## src/rtl/brc_pkg.sv

```systemverilog
package brc_pkg;
  // Ticks per bit is 2**PH_W.
  localparam int PH_W = 6;

  // Strobes from the loop control into the phase datapath.
  typedef struct packed {
    logic            tick;
    logic            adjust;
    logic            retard;
    logic [PH_W-1:0] amount;
  } corr_t;
endpackage

```

## src/rtl/brc_loop_ctrl.sv

```systemverilog
module brc_loop_ctrl
  import brc_pkg::*;
#(
  parameter int THRESH     = 4,
  parameter int FAST_BIG   = 8,
  parameter int FAST_SMALL = 4,
  parameter int SLOW_STEP  = 1
) (
  input  logic            tickEn,
  input  logic            edgeSeen,
  input  logic [PH_W-1:0] phErr,
  input  logic            fastEn,
  input  logic            lockSel,
  output corr_t           ctrl
);
  localparam logic [PH_W-1:0] THRESH_V = PH_W'(THRESH);
  localparam logic [PH_W-1:0] BIG_V    = PH_W'(FAST_BIG);
  localparam logic [PH_W-1:0] SMALL_V  = PH_W'(FAST_SMALL);
  localparam logic [PH_W-1:0] SLOW_V   = PH_W'(SLOW_STEP);

  logic [PH_W-1:0] errMag;
  logic [PH_W-1:0] stepSel;
  logic            useFast;

  always_comb begin
    // Magnitude of the signed error; -32 maps to 32, which fits unsigned.
    errMag  = phErr[PH_W-1] ? (~phErr + PH_W'(1)) : phErr;
    useFast = fastEn && (errMag > THRESH_V);
    stepSel = useFast ? (lockSel ? SMALL_V : BIG_V) : SLOW_V;

    ctrl.tick   = tickEn;
    ctrl.adjust = tickEn && edgeSeen && (errMag != '0);
    ctrl.retard = ~phErr[PH_W-1];
    ctrl.amount = (errMag < stepSel) ? errMag : stepSel;
  end
endmodule

```

## src/rtl/brc_phase_path.sv

```systemverilog
module brc_phase_path
  import brc_pkg::*;
(
  input  logic            clk,
  input  logic            rstN,
  input  logic            rxIn,
  input  corr_t           ctrl,
  output logic [PH_W-1:0] phase,
  output logic            rxPrev,
  output logic            edgeSeen,
  output logic            recClk,
  output logic            recData
);
  localparam int MSB = PH_W - 1;

  logic [PH_W-1:0] phaseQ;
  logic [PH_W-1:0] phNext;
  logic [PH_W-1:0] delta;
  logic            rxPrevQ;
  logic            recDataQ;
  logic            fallNow;

  always_comb begin
    if (!ctrl.adjust)     delta = '0;
    else if (ctrl.retard) delta = ~ctrl.amount + PH_W'(1);
    else                  delta = ctrl.amount;
    phNext   = phaseQ + PH_W'(1) + delta;
    fallNow  = ~phaseQ[MSB] & phNext[MSB];
    edgeSeen = rxIn ^ rxPrevQ;
  end

  always_ff @(posedge clk) begin
    if (!rstN) begin
      phaseQ   <= '0;
      rxPrevQ  <= 1'b0;
      recDataQ <= 1'b0;
    end else if (ctrl.tick) begin
      phaseQ  <= phNext;
      rxPrevQ <= rxIn;
      if (fallNow) recDataQ <= rxIn;
    end
  end

  assign phase   = phaseQ;
  assign rxPrev  = rxPrevQ;
  assign recClk  = ~phaseQ[MSB];
  assign recData = recDataQ;
endmodule

```

## src/rtl/bitclk_recovery.sv

```systemverilog
module bitclk_recovery
  import brc_pkg::*;
#(
  parameter int THRESH     = 4,
  parameter int FAST_BIG   = 8,
  parameter int FAST_SMALL = 4,
  parameter int SLOW_STEP  = 1
) (
  input  logic clk,
  input  logic rstN,
  input  logic tickEn,
  input  logic rxIn,
  input  logic fastEn,
  input  logic lockSel,
  output logic recClk,
  output logic recData
);
  corr_t           corr;
  logic [PH_W-1:0] phaseQ;
  logic            rxPrevQ;
  logic            edgeSeen;

  brc_loop_ctrl #(
    .THRESH(THRESH), .FAST_BIG(FAST_BIG),
    .FAST_SMALL(FAST_SMALL), .SLOW_STEP(SLOW_STEP)
  ) ctrl_i (
    .tickEn(tickEn), .edgeSeen(edgeSeen), .phErr(phaseQ),
    .fastEn(fastEn), .lockSel(lockSel), .ctrl(corr)
  );

  brc_phase_path path_i (
    .clk(clk), .rstN(rstN), .rxIn(rxIn), .ctrl(corr),
    .phase(phaseQ), .rxPrev(rxPrevQ), .edgeSeen(edgeSeen),
    .recClk(recClk), .recData(recData)
  );
endmodule

```

## config.mk

```make
export PLATFORM = sky130hd
export DESIGN_NAME = bitclk_recovery
export DESIGN_NICKNAME = d
export VERILOG_FILES = /design/src/rtl/brc_pkg.sv /design/src/rtl/brc_loop_ctrl.sv /design/src/rtl/brc_phase_path.sv /design/src/rtl/bitclk_recovery.sv
export SDC_FILE = /design/constraint.sdc
export NUM_CORES = 1
export LEC_CHECK = 0
export ABC_AREA = 1
export BUFFER_PORTS_ARGS = -buffer_cell sky130_fd_sc_hd__buf_2
export CAP_MARGIN = 20
export CORE_AREA = 10 10 53 55
export CTS_CLUSTER_DIAMETER = 100
export DETAILED_ROUTE_END_ITERATION = 6
export DIE_AREA = 0 0 63 65
export PLACE_DENSITY_LB_ADDON = 0.1
export SETUP_SLACK_MARGIN = 0.05
export SYNTH_ARGS = -nofsm -noshare
export SYNTH_HDL_FRONTEND = slang
export SYNTH_HIERARCHICAL = 1
export SYNTH_SLANG_ARGS = --single-unit
```

## constraint.sdc

```tcl
create_clock -name clk -period 9.7 [get_ports clk]
set_input_delay 2.91 -clock clk [delete_from_list [all_inputs] [get_ports clk]]
set_output_delay 2.91 -clock clk [all_outputs]
set_load 0.05 [all_outputs]
```

==> impl_metrics.tcl <==
set metrics [dict create \
    gp_weighted_congestion 0.811 \
    die_width_um 63 \
    syn2layout_area_growth_pct 5.67 \
    synth_edf_count 0 \
    pwr_density_cell_nw_per_um2 171 \
    worst_slew_margin_rel 0.635 \
    floorplan.core_area_um2 1860 \
    ys_seq_area_frac 0.158 \
    cts_root_buf "sky130_fd_sc_hd__clkbuf_4" \
    yosysUniqueCellTypes 29 \
    detail_route.wl_per_cell_um 9.95 \
    grt.overflow.total 0 \
    ioPinCount 8 \
    ff_latch_area_um2 160 \
    synth_top_family_by_area "simple AND/OR/NAND/NOR gates" \
    place.port_buffers 7 \
    p_leak_nw 0.563 \
    worst-slew-pin-transition_ps 545 \
    multi_input_area_um2 677 \
    die_height_um 65 \
    synth.top_cells.by_count "sky130_fd_sc_hd__inv_1 (33), sky130_fd_sc_hd__nand2_1 (31), sky130_fd_sc_hd__nor2_1 (19)" \
    grt_start_max_net_pins 15 \
    cts_hold_buf 0 \
    critical_path.max_stage_delay_ps 290 \
    htree_num_levels 1 \
    floorplan.die_area_um2 4100 \
    synth.top_cell.area_share 0.158 \
    fin_crit_ps 5650 \
    drt-vias-per-instance 4.84 \
    fillCellCount 206 \
    final-setup-viol-count 0 \
    worst-endpoint-required_ps 9890 \
    synth_compound_area_frac 0.148 \
    route.vias.total 972 \
    synth.yosys.warnings 6 \
    synth-async-reset-ratio 0 \
    placement_rows 16 \
    fin_tns_setup_ps 0 \
    crit_end_element "register" \
    clkTransAtPathRegs_ps 50 \
    total_standard_cell_area_after_synthesis_um2 1020 \
    starting_density 0.546 \
    post-synth-top-count-cell "sky130_fd_sc_hd__inv_1" \
    ctsResizeCount 0 \
    synth_adder_area_share 0.118 \
    routed_wl_mm 2.00 \
    final-max-slew-violation-count 0 \
    worst-path-max-fanout 4 \
    grt_antenna_before_repair 0 \
    synth_area_leaders "sky130_fd_sc_hd__dfxtp_1 (16%), sky130_fd_sc_hd__inv_1 (12%), sky130_fd_sc_hd__nand2_1 (11%), sky130_fd_sc_hd__ha_1 (9.9%), sky130_fd_sc_hd__nor2_1 (7.0%)" \
    status "completed" \
    final_min_period_over_clock_period 0.583 \
    worst_path_max_delay_cell "sky130_fd_sc_hd__ha_1" \
    synth-simple-area-share 0.358 \
    post-route-drc-count 0 \
    detailedPlacementHpwl_mm 1.68 \
    cap_viol_max_count 0 \
    synth_flop_cell "sky130_fd_sc_hd__dfxtp_1" \
    worst_path_most_repeated_cell "sky130_fd_sc_hd__nand2_1" \
    clkLatencyLatePin_ps 250 \
    global_route_wire_length_before_repair_mm 3.48 \
    util_after_layout 0.577 \
    grtUsageTotal 0.0999 \
    avg_synthesized_cell_area_um2 6.05 \
    fmax_mhz 177 \
    drt.antenna.violating_nets 0 \
    post-cts-setup-buffers 0 \
    synth.ff_latch_count 8 \
    nets 191 \
    cts.sinks 8 \
    power.ir.vdd_worst_v 0.000134 \
    drt-pass1-iter-count 4 \
    drt_first_iter_violations 48 \
    cts_buffer_count 3 \
    first_global_vias 851 \
    synth_top_cell_by_area "sky130_fd_sc_hd__dfxtp_1" \
    path_class_of_the_lowest_slack_min_delay_path "reg2reg" \
    clock_path_buffers 2 \
    critPathKind "in2reg" \
    synthXorXnorAreaFrac 0.0345 \
    synth.mux.area_fraction 0 \
    setup_repair_after_global_routing_missed_its_margin "false" \
    antenna_cells_inserted 0 \
    synth_cells 168 \
    worst_setup_path_start_kind "primary input" \
    cp.arrival_ps 5840 \
    final_setup_skew_ps 2.93 \
    share_of_cells_above_drive_strength_1 0.190 \
    tritoncts "yes" \
    hold_violation_total_from_the_final_report 0 \
]
## per-layer routing
| layer | share of wire | track usage | vias up |
|---|---|---|---|
| met1 | 0.49 | 0.127 | 431 |
| met2 | 0.48 | 0.166 | 9 |
| met4 | 0.0085 | 0.0251 | 0 |
| li1 | - | - | 530 |
| met3 | 0.025 | 0.0223 | 2 |
| met5 | 0 | 0 | - |
## path summary, 6_finish.rpt
| kind | start | to | slack, ps | cells past startpoint |
|---|---|---|---|---|
| setup reg to reg | path_i/phase[0] | path_i/recData | 5640 | 35 |
| setup / recovery | fastEn | path_i/recData | 4050 | 29 |
| hold / removal | path_i/recData | path_i/recData | 510 | 4 |
| hold reg to reg | path_i/recData | path_i/recData | 510 | 4 |
## critical path: cells and delay by family
| family | cells | cell delay [ps] |
|---|---|---|
| and+or+nand+nor | 18 | 1450 |
| adders and majority gates | 3 | 760 |
| AOI/OAI and AO/OA | 3 | 400 |
| buffers and inverters | 5 | 320 |
## metrics by stage
| stage | setup WS [ps] | area [um2] | hold slack, ps | instances | power, mW |
|---|---|---|---|---|---|
| 2_1_floorplan | 4230 | 1020 | 483 | 169 | 0.141 |
| 3_3_place_gp | 3900 | 1050 | 495 | 198 | 0.158 |
| 3_5_place_dp | 3830 | 1050 | 503 | 198 | 0.160 |
| 4_1_cts | 4070 | 1070 | 513 | 201 | 0.185 |
| 5_1_grt | 3640 | 1070 | 539 | 201 | 0.206 |
| 6_report | 4050 | 1070 | 513 | 201 | 0.183 |
## where the power goes
| part | switching [mW] | leakage (nW) | internal [mW] | total (mW) |
|---|---|---|---|---|
| clock network | 0.0100 | 0.0138 | 0.0141 | 0.0241 |
| registers | 0.00725 | 0.0661 | 0.0375 | 0.0448 |
| logic | 0.0717 | 0.483 | 0.0429 | 0.115 |
| total | 0.0890 | 0.563 | 0.0945 | 0.183 |
## placed cells by master (no fill, tap or decap), types with 3 or more instances in the layout
cell / netlist / final
sky130_fd_sc_hd__a21oi_1: 8 / 8
sky130_fd_sc_hd__buf_2: 0 / 7
sky130_fd_sc_hd__clkbuf_4: 0 / 3
sky130_fd_sc_hd__dfxtp_1: 8 / 8
sky130_fd_sc_hd__ha_1: 8 / 8
sky130_fd_sc_hd__inv_1: 33 / 33
sky130_fd_sc_hd__inv_2: 4 / 4
sky130_fd_sc_hd__nand2_1: 31 / 31
sky130_fd_sc_hd__nand2_2: 11 / 11
sky130_fd_sc_hd__nand3_1: 7 / 7
sky130_fd_sc_hd__nand3_2: 3 / 3
sky130_fd_sc_hd__nand4_1: 3 / 3
sky130_fd_sc_hd__nor2_1: 19 / 19
sky130_fd_sc_hd__o21ai_0: 9 / 9
sky130_fd_sc_hd__o21ai_1: 3 / 3
## cells by family (layout without fill, tap and decap cells)
| group | Yosys count | in the layout |
|---|---|---|
| and+or+nand+nor | 77 | 77 |
| buffers and inverters | 43 | 48 |
| xor gates and xnor gates | 4 | 4 |
| DFF | 8 | 8 |
| AOI/OAI and AO/OA | 26 | 26 |
| other | 1 | 2 |
| adders and majority gates | 9 | 9 |
## registers in the layout, indices dropped and copies added (netlist names)
signal	flops
path_i/phase	6
path_i/recData	1
path_i/rxPrev	1
## layout make-up
cell class	instances	share of cell area
Clock buffer	3	0.0210
Tap cell	27	0.0315
Inverter	38	0.135
Sequential cell	8	0.149
Multi-Input combinational cell	118	0.631
Timing Repair Buffer	7	0.0326
No activity file was read; power rests on OpenSTA's default activity.
